**src/rtl/bidir_xcvr_pkg.sv**
```systemverilog
package bidir_xcvr_pkg;

    parameter int DATA_W = 8;

    typedef enum logic [1:0] {
        ELEM_REG   = 2'd0,
        ELEM_LATCH = 2'd1,
        ELEM_PASS  = 2'd2
    } elem_mode_e;

    typedef struct packed {
        logic en_p;
        logic en_n;
    } bside_en_t;

    function automatic elem_mode_e decode_mode(input logic [1:0] sel);
        if (sel[1])
            return ELEM_PASS;
        else if (sel[0])
            return ELEM_LATCH;
        else
            return ELEM_REG;
    endfunction

    function automatic logic bside_active(input bside_en_t en);
        return en.en_p & ~en.en_n;
    endfunction

endpackage

```
**src/rtl/xcvr_elem.sv**
```systemverilog
module xcvr_elem
    import bidir_xcvr_pkg::*;
#(
    parameter int W = DATA_W
) (
    input  logic             clk,
    input  logic             rst,
    input  elem_mode_e       mode,
    input  logic             strobe,
    input  logic [W-1:0]     din,
    output logic [W-1:0]     dout
);

    logic [W-1:0] store_q;
    logic         strobe_q;
    logic         capture;

    always_comb begin
        case (mode)
            ELEM_REG:   capture = strobe & ~strobe_q;
            ELEM_LATCH: capture = strobe;
            default:    capture = 1'b0;
        endcase
    end

    always_ff @(posedge clk) begin
        if (rst) begin
            store_q  <= '0;
            strobe_q <= 1'b0;
        end else begin
            strobe_q <= strobe;
            if (capture)
                store_q <= din;
        end
    end

    always_comb begin
        case (mode)
            ELEM_PASS:  dout = din;
            ELEM_LATCH: dout = strobe ? din : store_q;
            default:    dout = store_q;
        endcase
    end

endmodule

```
**src/rtl/xcvr_bport.sv**
```systemverilog
module xcvr_bport
    import bidir_xcvr_pkg::*;
#(
    parameter int W = DATA_W
) (
    input  bside_en_t        en,
    input  logic [W-1:0]     elem_val,
    output logic [W-1:0]     pull
);

    logic active;

    assign active = bside_active(en);

    for (genvar i = 0; i < W; i++) begin : g_bit
        assign pull[i] = active & elem_val[i];
    end

endmodule

```
**src/rtl/xcvr_rxmux.sv**
```systemverilog
module xcvr_rxmux
    import bidir_xcvr_pkg::*;
#(
    parameter int W = DATA_W
) (
    input  logic             loop_sel,
    input  logic [W-1:0]     tx_val,
    input  logic [W-1:0]     line,
    output logic [W-1:0]     rx_src
);

    assign rx_src = loop_sel ? tx_val : line;

endmodule

```
**src/rtl/bidir_xcvr.sv**
```systemverilog
module bidir_xcvr
    import bidir_xcvr_pkg::*;
#(
    parameter int W = DATA_W
) (
    input  logic             clk,
    input  logic             rst,
    input  logic [1:0]       mode_ab,
    input  logic [1:0]       mode_ba,
    input  logic             strobe_ab,
    input  logic             strobe_ba,
    input  logic             loop_sel,
    input  logic             b_en_p,
    input  logic             b_en_n,
    input  logic             a_oe,
    input  logic [W-1:0]     a_in,
    input  logic [W-1:0]     b_line,
    output logic [W-1:0]     b_pull,
    output logic [W-1:0]     a_data,
    output logic             a_drive
);

    elem_mode_e   m_ab;
    elem_mode_e   m_ba;
    bside_en_t    ben;
    logic [W-1:0] v_ab;
    logic [W-1:0] v_ba;
    logic [W-1:0] src_ba;

    assign m_ab = decode_mode(mode_ab);
    assign m_ba = decode_mode(mode_ba);
    assign ben  = '{en_p: b_en_p, en_n: b_en_n};

    xcvr_elem #(.W(W)) u_elem_ab (
        .clk    (clk),
        .rst    (rst),
        .mode   (m_ab),
        .strobe (strobe_ab),
        .din    (a_in),
        .dout   (v_ab)
    );

    xcvr_bport #(.W(W)) u_bport (
        .en       (ben),
        .elem_val (v_ab),
        .pull     (b_pull)
    );

    xcvr_rxmux #(.W(W)) u_rxmux (
        .loop_sel (loop_sel),
        .tx_val   (v_ab),
        .line     (b_line),
        .rx_src   (src_ba)
    );

    xcvr_elem #(.W(W)) u_elem_ba (
        .clk    (clk),
        .rst    (rst),
        .mode   (m_ba),
        .strobe (strobe_ba),
        .din    (src_ba),
        .dout   (v_ba)
    );

    assign a_data  = ~v_ba;
    assign a_drive = a_oe;

endmodule

```
**config.mk**
```make
export PLATFORM = sky130hd
export DESIGN_NAME = bidir_xcvr
export DESIGN_NICKNAME = d
export VERILOG_FILES = /design/src/rtl/bidir_xcvr_pkg.sv /design/src/rtl/xcvr_elem.sv /design/src/rtl/xcvr_bport.sv /design/src/rtl/xcvr_rxmux.sv /design/src/rtl/bidir_xcvr.sv
export SDC_FILE = /design/constraint.sdc
export NUM_CORES = 1
export LEC_CHECK = 0
export BUFFER_PORTS_ARGS = -buffer_cell sky130_fd_sc_hd__buf_4
export CAP_MARGIN = 20
export CORE_AREA = 2 2 62 64
export CTS_CLUSTER_DIAMETER = 60
export DETAILED_ROUTE_END_ITERATION = 8
export DIE_AREA = 0 0 64 66
export PLACE_DENSITY = 0.71
export SYNTH_ARGS = -nofsm -noshare
export SYNTH_HDL_FRONTEND = slang
export SYNTH_HIERARCHICAL = 1
export SYNTH_SLANG_ARGS = --single-unit
```
**constraint.sdc**
```tcl
create_clock -name clk -period 5.31 [get_ports clk]
set_clock_uncertainty 0.15 [all_clocks]
set_input_delay 0.2655 -clock clk [delete_from_list [all_inputs] [get_ports clk]]
set_output_delay 0.2655 -clock clk [all_outputs]
set_load 0.005 [all_outputs]
```
Word level (Yosys, flattened, before mapping) --
Index checks and enable logic that the tools add are counted.
Word-level totals: register bits 18, output and inout port bits 17, logic and storage cells 36
Operators by class: equality and inequality tests 4, multiplexer cells 11, bitwise logic cells 15, reductions and logical operators 2
Operators by type and width (count):
- one-hot mux 8 bit (2 select lines) | 2
- two-way mux 8 bit | 3
- bitwise AND 1 bit | 11
- NOT 8 bit | 1
- equality test 2 x 1 -> 1 bit, second input constant | 2
- equality test 2 bit, second input constant | 2
- zero test 2 bit | 2
- two-way mux 2 bit | 2
- one-hot mux 1 bit (2 select lines) | 2
- NOT 1 bit | 3
- two-way mux 1 bit | 2

Logic depth before layout (Yosys ltp) --
Gate-level depths: netlist (run 1).
word-level depth 8, gate-level depth with buffers 10, gate-level depth less buffers 9

Hierarchy --
Netlist (run 1), hierarchy kept.
Modules (own cells, without submodules):
- xcvr_elem | times used 2, cells an instance 56, area each 551.8 µm², seq. area each 180.2 µm²
- xcvr_rxmux | times used 1, cells an instance 9, area each 131.4 µm², seq. area each 0.0 µm²
- xcvr_bport | times used 1, cells an instance 8, area each 70.1 µm², seq. area each 0.0 µm²
- bidir_xcvr | times used 1, cells an instance 11, area each 65.1 µm², seq. area each 0.0 µm²

Least setup slack after synthesis (run 1) --
Ideal clock, no wire load.
path kind input port to output port, from input port mode_ab[0], to output port a_data[0], data arrival time 1733 ps, setup slack 3162 ps, stages 9, buffers on the path 1, cell sequence nor2b_4 > inv_1 > ha_1 > nor2b_1 > buf_6 > a22o_1 > mux2_4 > a22o_1 > inv_1
On the way: word-level cells in the longest chain between the ends 8
Ends and longest elaborated chain:
- start: declaration | line bidir_xcvr.sv:8 | input logic [1:0] mode_ab,
- two-way mux 1 bit * | line bidir_xcvr_pkg.sv:19 | else if (sel[0])
- two-way mux 2 bit * | line bidir_xcvr_pkg.sv:17 | if (sel[1])
- equality test 2 x 1 -> 1 bit / equality test 2 bit (equally long branches) | line xcvr_elem.sv:38 | case (mode)
- one-hot mux 8 bit (2 select lines) * | line xcvr_elem.sv:38
- via v_ab[0] | line bidir_xcvr.sv:26 | logic [W-1:0] v_ab;
- two-way mux 8 bit * | line xcvr_rxmux.sv:12 | assign rx_src = loop_sel ? tx_val : line;
- via src_ba[0] | line bidir_xcvr.sv:28 | logic [W-1:0] src_ba;
- two-way mux 8 bit | line xcvr_elem.sv:40 | ELEM_LATCH: dout = strobe ? din : store_q;
- one-hot mux 8 bit (2 select lines) * | line xcvr_elem.sv:38
- via v_ba[0] | line bidir_xcvr.sv:27 | logic [W-1:0] v_ba;
- NOT 8 bit * | line bidir_xcvr.sv:65 | assign a_data = ~v_ba;
- end: declaration | line bidir_xcvr.sv:19 | output logic [W-1:0] a_data,
Mark *: on every way through the listed nets, which the timed path passes. The rest lies on a longest branch.

Worst setup path after layout (run 1) --
from input port mode_ab[1], to output port a_data[6]
On the way: word-level cells in the longest chain between the ends 7
Ends and longest elaborated chain:
- two-way mux 2 bit * | line bidir_xcvr_pkg.sv:17
- via m_ab[0] | line bidir_xcvr.sv:23 | elem_mode_e m_ab;
- equality test 2 x 1 -> 1 bit / equality test 2 bit (equally long branches) | line xcvr_elem.sv:38
- one-hot mux 8 bit (2 select lines) * | line xcvr_elem.sv:38
- via v_ab[6] | line bidir_xcvr.sv:26
- two-way mux 8 bit * | line xcvr_rxmux.sv:12
- via src_ba[6] | line bidir_xcvr.sv:28
- two-way mux 8 bit | line xcvr_elem.sv:40
- one-hot mux 8 bit (2 select lines) * | line xcvr_elem.sv:38
- via v_ba[6] | line bidir_xcvr.sv:27
- NOT 8 bit * | line bidir_xcvr.sv:65
Marked as above.

==> flow_summary_export.csv, run 1 <==
group,metric,value,unit
outcome,status,"finished clean",
die,io_pins,45,
global_routing,antenna_found_initial,0,
placement,dp_slack,2813,ps
synth,synth.distinct_cells,17,
synth,synth_edf_count,0,
setup_path,crit_fanout,8,
synth,yosysSeqAreaShare,26.30,%
setup_path,reg2reg_depth,3,
die,num_rows,22,
synth,avgSynthCellArea,9.786,µm²
setup_path,critPathCaptureType,"output port",
setup_path,path_cells,"buf_4 -> nor2b_4 -> inv_1 -> ha_1 -> nor2b_1 -> a22o_1 -> mux2_4 -> a22o_1 -> inv_1 -> buf_4",
detailed_routing,via_per_inst,4.885,
hold_path,holdCritPathClass,"in2reg",
timing,setup_ws,2807,ps
global_routing,grt_pass1_wl,4.878,mm
die,die_h,66,µm
setup_path,crit_slowest_cell,"nor2b_1",
clock_tree,cts_tree,"yes",
setup_path,path_buf_inv,4,
clock_tree,ctsResizeCount,0,
setup_path,r2r-start,"u_elem_ab/strobe_q",
final_layout,drive_above_1_share,34.83,%
global_routing,gr-usage-all-layers,14.35,%
detailed_routing,dr_total_vias,1104,
synth,synth_area,1370,µm²
detailed_routing,drt_iter0_drc,27,
die,core,3551,µm²
global_routing,grt_pass1_vias,1105,
synth,netlist_instances,140,
synth,synth_seq_cells,18,
timing,fmax,0.3995,GHz
timing,hold_violations,0,
global_routing,overflow,0,
setup_path,cp-start-kind,"input port",
timing,relSlewSlack,59.45,%
clock_tree,path_clk_slew,110,ps
synth,synth_fp_nets,174,
hold_path,min_from,"strobe_ab",
placement,dpl.hpwl,2.384,mm
final_layout,antennaDiodeCount,0,
detailed_routing,drt_wl_total,2.996,mm
timing,fin_hold_ws,59.78,ps
clock_tree,clock_path_buffers,2,
die,die_w,64,µm
setup_path,r2r_slack,3830,ps
pwr,power.density,191.5,nW/µm²
timing,finalSetupTns,0,ps
timing,rsz0062_at_grt,"no",
synth,yosys_warnings,6,
synth,synth_ff_type,"dfxtp_1",
clock_tree,post_cts_buffers,0,
final_layout,area_growth,24.84,%
setup_path,critPathMaxStageDelay,480,ps
timing,tightest_slew,604.7,ps
clock_tree,htree_levels,1,
timing,finalSetupViolCount,0,
final_layout,layout_common_cells,"buf_4 (42), nand2b_1 (34), dfxtp_1 (18), a22o_1 (16), mux2i_1 (16)",
placement,gp_congestion,0.8265,
hold_path,whs_endpoint,"u_elem_ab/strobe_q",
detailed_routing,routedWlPerCell,13.26,µm
die,initial_utilization,38.58,%
placement,io_buffers,42,
pwr,vdd_drop_max,0.1305,mV
final_layout,fin_nets,213,
timing,min_period,2503,ps
detailed_routing,dr.pass1.iters,4,
detailed_routing,antenna_left,0,
setup_path,worst_ep_required_time,4890,ps
final_layout,layout_commonest_cell,"buf_4",
clock_tree,cts_hold_buf,0,
die,fp.dieArea,4224,µm²
synth,synthArstFlopShare,0,%
setup_path,crit_arrival,2090,ps
clock_tree,cts_buffers,3,
detailed_routing,route.detailed.drc,0,
timing,post-route-period-util,47.14,%
timing,slew_violations,0,
setup_path,rr_endpoint,"u_elem_ab/store_q[1]",
clock_tree,clock-sinks,18,
flow_run,drv_cap,0,
hold_path,holdPathStages,2,
global_routing,grt_max_degree,35,
clock_tree,clock_latency,290,ps
clock_tree,cts_root_buffer,"clkbuf_4",
pwr,p_leak,0.7762,nW
setup_path,worstSetupPathType,"in2out",
setup_path,crit_family,"simple AND/OR/NAND/NOR gates",
worst register-to-register path: stages (launching register included):
cell and delay, ps:
dfxtp_1 310, nand2b_1 140, a21boi_2 490, mux2i_1 310
cell usage after synthesis, types with 5 or more instances:
library cell / number / area [µm²]
nand2b_1: 34 / 212.7
mux2_4: 8 / 120.1
ha_1: 6 / 75.07
inv_1: 14 / 52.55
dfxtp_1: 18 / 360.4
and3b_1: 8 / 70.07
buf_6: 5 / 56.30
a22o_1: 16 / 140.1
mux2i_1: 16 / 160.2
where the power goes:
group | switching, mW | internal, mW
sequential | 0.00311 | 0.142
combinational | 0.0415 | 0.0535
clock | 0.0461 | 0.0418
total | 0.0907 | 0.237
cells by family (layout without fill, tap and decap cells):
kind of cell	count (synthesis)	after routing	share of synthesized area (%)
muxes	24	24	20.46
adders and majority gates	6	6	5.479
and+or+nand+nor	48	48	24.84
AOI/OAI and AO/OA	22	22	13.88
buffers and inverters	22	60	9.041
DFF	18	18	26.30
area by class of cell:
type | count | area (µm²)
fillers | 343 | 1841
multi-input cells | 100 | 885.9
flip-flops and latches | 18 | 360.3
repair buffers | 42 | 315.3
well taps | 48 | 60.06
inverters | 14 | 52.55
clock buffers | 4 | 36.28
worst max-delay path by stage:
stage | from | to | cells past startpoint
after floorplan | mode_ab[0] | a_data[0] | 9
after global placement | mode_ab[1] | a_data[6] | 10
after detailed placement | mode_ab[1] | a_data[6] | 10
after CTS | mode_ab[1] | a_data[6] | 10
after global routing | mode_ab[1] | a_data[6] | 10
final | mode_ab[1] | a_data[6] | 10
layer usage:
layer  vias to the layer above  track usage [%]  routed length, µm
met1                       515            16.60               1302
li1                        553                -                  -
met2                        36            26.30               1502
met5                         -                0                  0
met3                         0            3.748                190
met4                         0            3.261                  0
per-stage QoR:
stage / std cells / instance area (µm²) / power (mW) / utilization [%]
floorplan: 140 / 1370 / 0.2103 / -
global placement: 222 / 1674 / 0.2395 / 47.15
detailed placement: 222 / 1674 / 0.2431 / 47.15
CTS: 226 / 1710 / 0.3314 / 48.17
global route: 226 / 1710 / 0.3458 / 48.17
finish: 226 / 1710 / 0.3275 / 48.17
sequential cells by signal, summed over array words and instances (netlist names):
register,count
u_elem_ab/store_q,8
u_elem_ba/store_q,8
u_elem_ab/strobe_q,1
u_elem_ba/strobe_q,1
No activity file was read; power rests on OpenSTA's default activity.
==> run 2, diff against run 1 <==
PLACE_DENSITY = 0.73   (was 0.71)
clock period = 2.3 ns   (was 5.31 ns; I/O delays follow)
==> run 2 against run 1 <==
Compared with the run above: via count up 1.1%; first-iteration DRC count shrank 41%; setup slack worse by 2700 ps; sequential share of layout area shrank 1.3 points; hold slack got worse by 50 ps; flip-flop and latch count stayed put; sequential power rose by 130%; highest routed layer unchanged; critical path depth increased by 1; die area stayed put; critical path type unchanged.
==> flow_summary_export.csv, run 2 (synthesis gave the netlist of run 1 again) <==
group,metric,value,unit
setup_path,r2r-start,"u_elem_ba/strobe_q",
final_layout,seqCellArea,360.3,µm²
pwr,power.density,424.8,nW/µm²
clock_tree,clock_latency,290,ps
setup_path,worstSetupPathType,"in2out",
final_layout,top_regs,"u_elem_ab/store_q (8), u_elem_ba/store_q (8)",
final_layout,fin_nets,225,
final_layout,multi_input_area,885.9,µm²
timing,relSlewSlack,58.54,%
timing,tightest_slew,618.3,ps
die,num_rows,22,
clock_tree,path_clk_slew,110,ps
clock_tree,cts_tree,"yes",
detailed_routing,drt_wl_total,3.060,mm
final_layout,area_growth,33.24,%
die,die_w,64,µm
detailed_routing,dr.pass1.iters,4,
hold_path,holdCritPathClass,"in2reg",
final_layout,drive_above_1_share,33.68,%
die,core,3551,µm²
global_routing,antenna_found_initial,0,
timing,min_period,2193,ps
detailed_routing,drt_iter0_drc,16,
placement,io_buffers,42,
global_routing,overflow,0,
setup_path,cp-start-kind,"input port",
final_layout,fillers,348,
die,fp.dieArea,4224,µm²
die,die_h,66,µm
detailed_routing,route.detailed.drc,0,
placement,dpl_cell_area,1689,µm²
clock_tree,clock_path_buffers,2,
global_routing,grt_pass1_wl,5.064,mm
pwr,p_leak,0.8283,nW
timing,slew_violations,0,
final_layout,design_area,1826,µm²
clock_tree,clock-sinks,18,
placement,gp_congestion,0.7188,
final_layout,postLayoutCoreUtil,51.41,%
pwr,vdd_drop_max,0.2639,mV
setup_path,crit_fanout,8,
final_layout,layout_common_cells,"buf_4 (44), nand2b_1 (34), dfxtp_1 (18), a22o_1 (16), mux2i_1 (16)",
flow_run,drv_cap,0,
setup_path,startpoint,"mode_ab[1]",
global_routing,grt_max_degree,35,
detailed_routing,via_per_inst,4.689,
detailed_routing,antenna_left,0,
timing,rsz0062_at_grt,"no",
clock_tree,cts_root_buffer,"clkbuf_4",
clock_tree,cts_buffers,3,
timing,fmax,0.4559,GHz
placement,dp_slack,110.6,ps
detailed_routing,dr_total_vias,1116,
timing,post-route-period-util,95.37,%
clock_tree,htree_levels,1,
timing,finalSetupViolCount,0,
hold_path,min_from,"rst",
final_layout,antennaDiodeCount,0,
setup_path,critPathCaptureType,"output port",
final_layout,layout_commonest_cell,"buf_4",
die,io_pins,45,
die,initial_utilization,38.58,%
pwr,total_power,775.4,µW
placement,dpl.hpwl,2.322,mm
global_routing,gr-usage-all-layers,14.77,%
timing,hold_violations,0,
timing,setup_ws,106.6,ps
setup_path,worst_ep_required_time,2040,ps
setup_path,crit_arrival,1930,ps
global_routing,grt_pass1_vias,1150,
detailed_routing,routedWlPerCell,12.86,µm
outcome,status,"finished clean",
timing,finalSetupTns,0,ps
run 2: path summary, 6_finish.rpt:
path	slack, ps	endpoint	cells past startpoint
setup / recovery	110	a_data[2]	11
hold / removal	10	u_elem_ab/strobe_q	2
setup reg to reg	860	u_elem_ba/store_q[6]	3
hold reg to reg	330	u_elem_ab/store_q[1]	2
run 2: metal layers:
layer / up-vias / GRT usage, % / part of all wire [%]
met5: - / 0 / 0
li1: 572 / - / -
met2: 33 / 26.82 / 49
met1: 511 / 17.79 / 45
met3: 0 / 2.896 / 5.8
met4: 0 / 3.533 / 0
run 2: final cells by class:
type                       count  share of cell area, %
sequential                    18                  19.74
tap                           48                  3.290
timing repair buffer          54                  23.58
multi-input combinational    100                  48.53
inverter                      14                  2.879
clock buffer                   4                  1.988
run 2: per-stage QoR:
stage | cells | hold WS (ps)
6_report | 238 | 9.671
4_1_cts | 238 | 11.80
5_1_grt | 238 | 25.45
3_5_place_dp | 224 | 80.06
2_1_floorplan | 140 | 94.19
3_3_place_gp | 224 | 80.06
run 2: timing repair:
item,4_1_cts,5_1_grt
buffers inserted,0,0
hold buffers,10,0
gates resized for setup,0,0
hold endpoints to repair,10,0
run 2: report_power, final:
part | leakage [nW] | internal [mW] | switching (mW)
sequential | 0.147 | 0.327 | 0.00758
combinational | 0.660 | 0.138 | 0.0992
clock | 0.0210 | 0.0964 | 0.107
run 2: worst max-delay path, stage by stage:
cell and delay, ps:
buf_4 130, nor2b_4 110, inv_1 60, ha_1 320, nor2b_1 140, buf_4 160, a22o_1 260, mux2_4 270
a22o_1 220, inv_1 50, buf_4 100
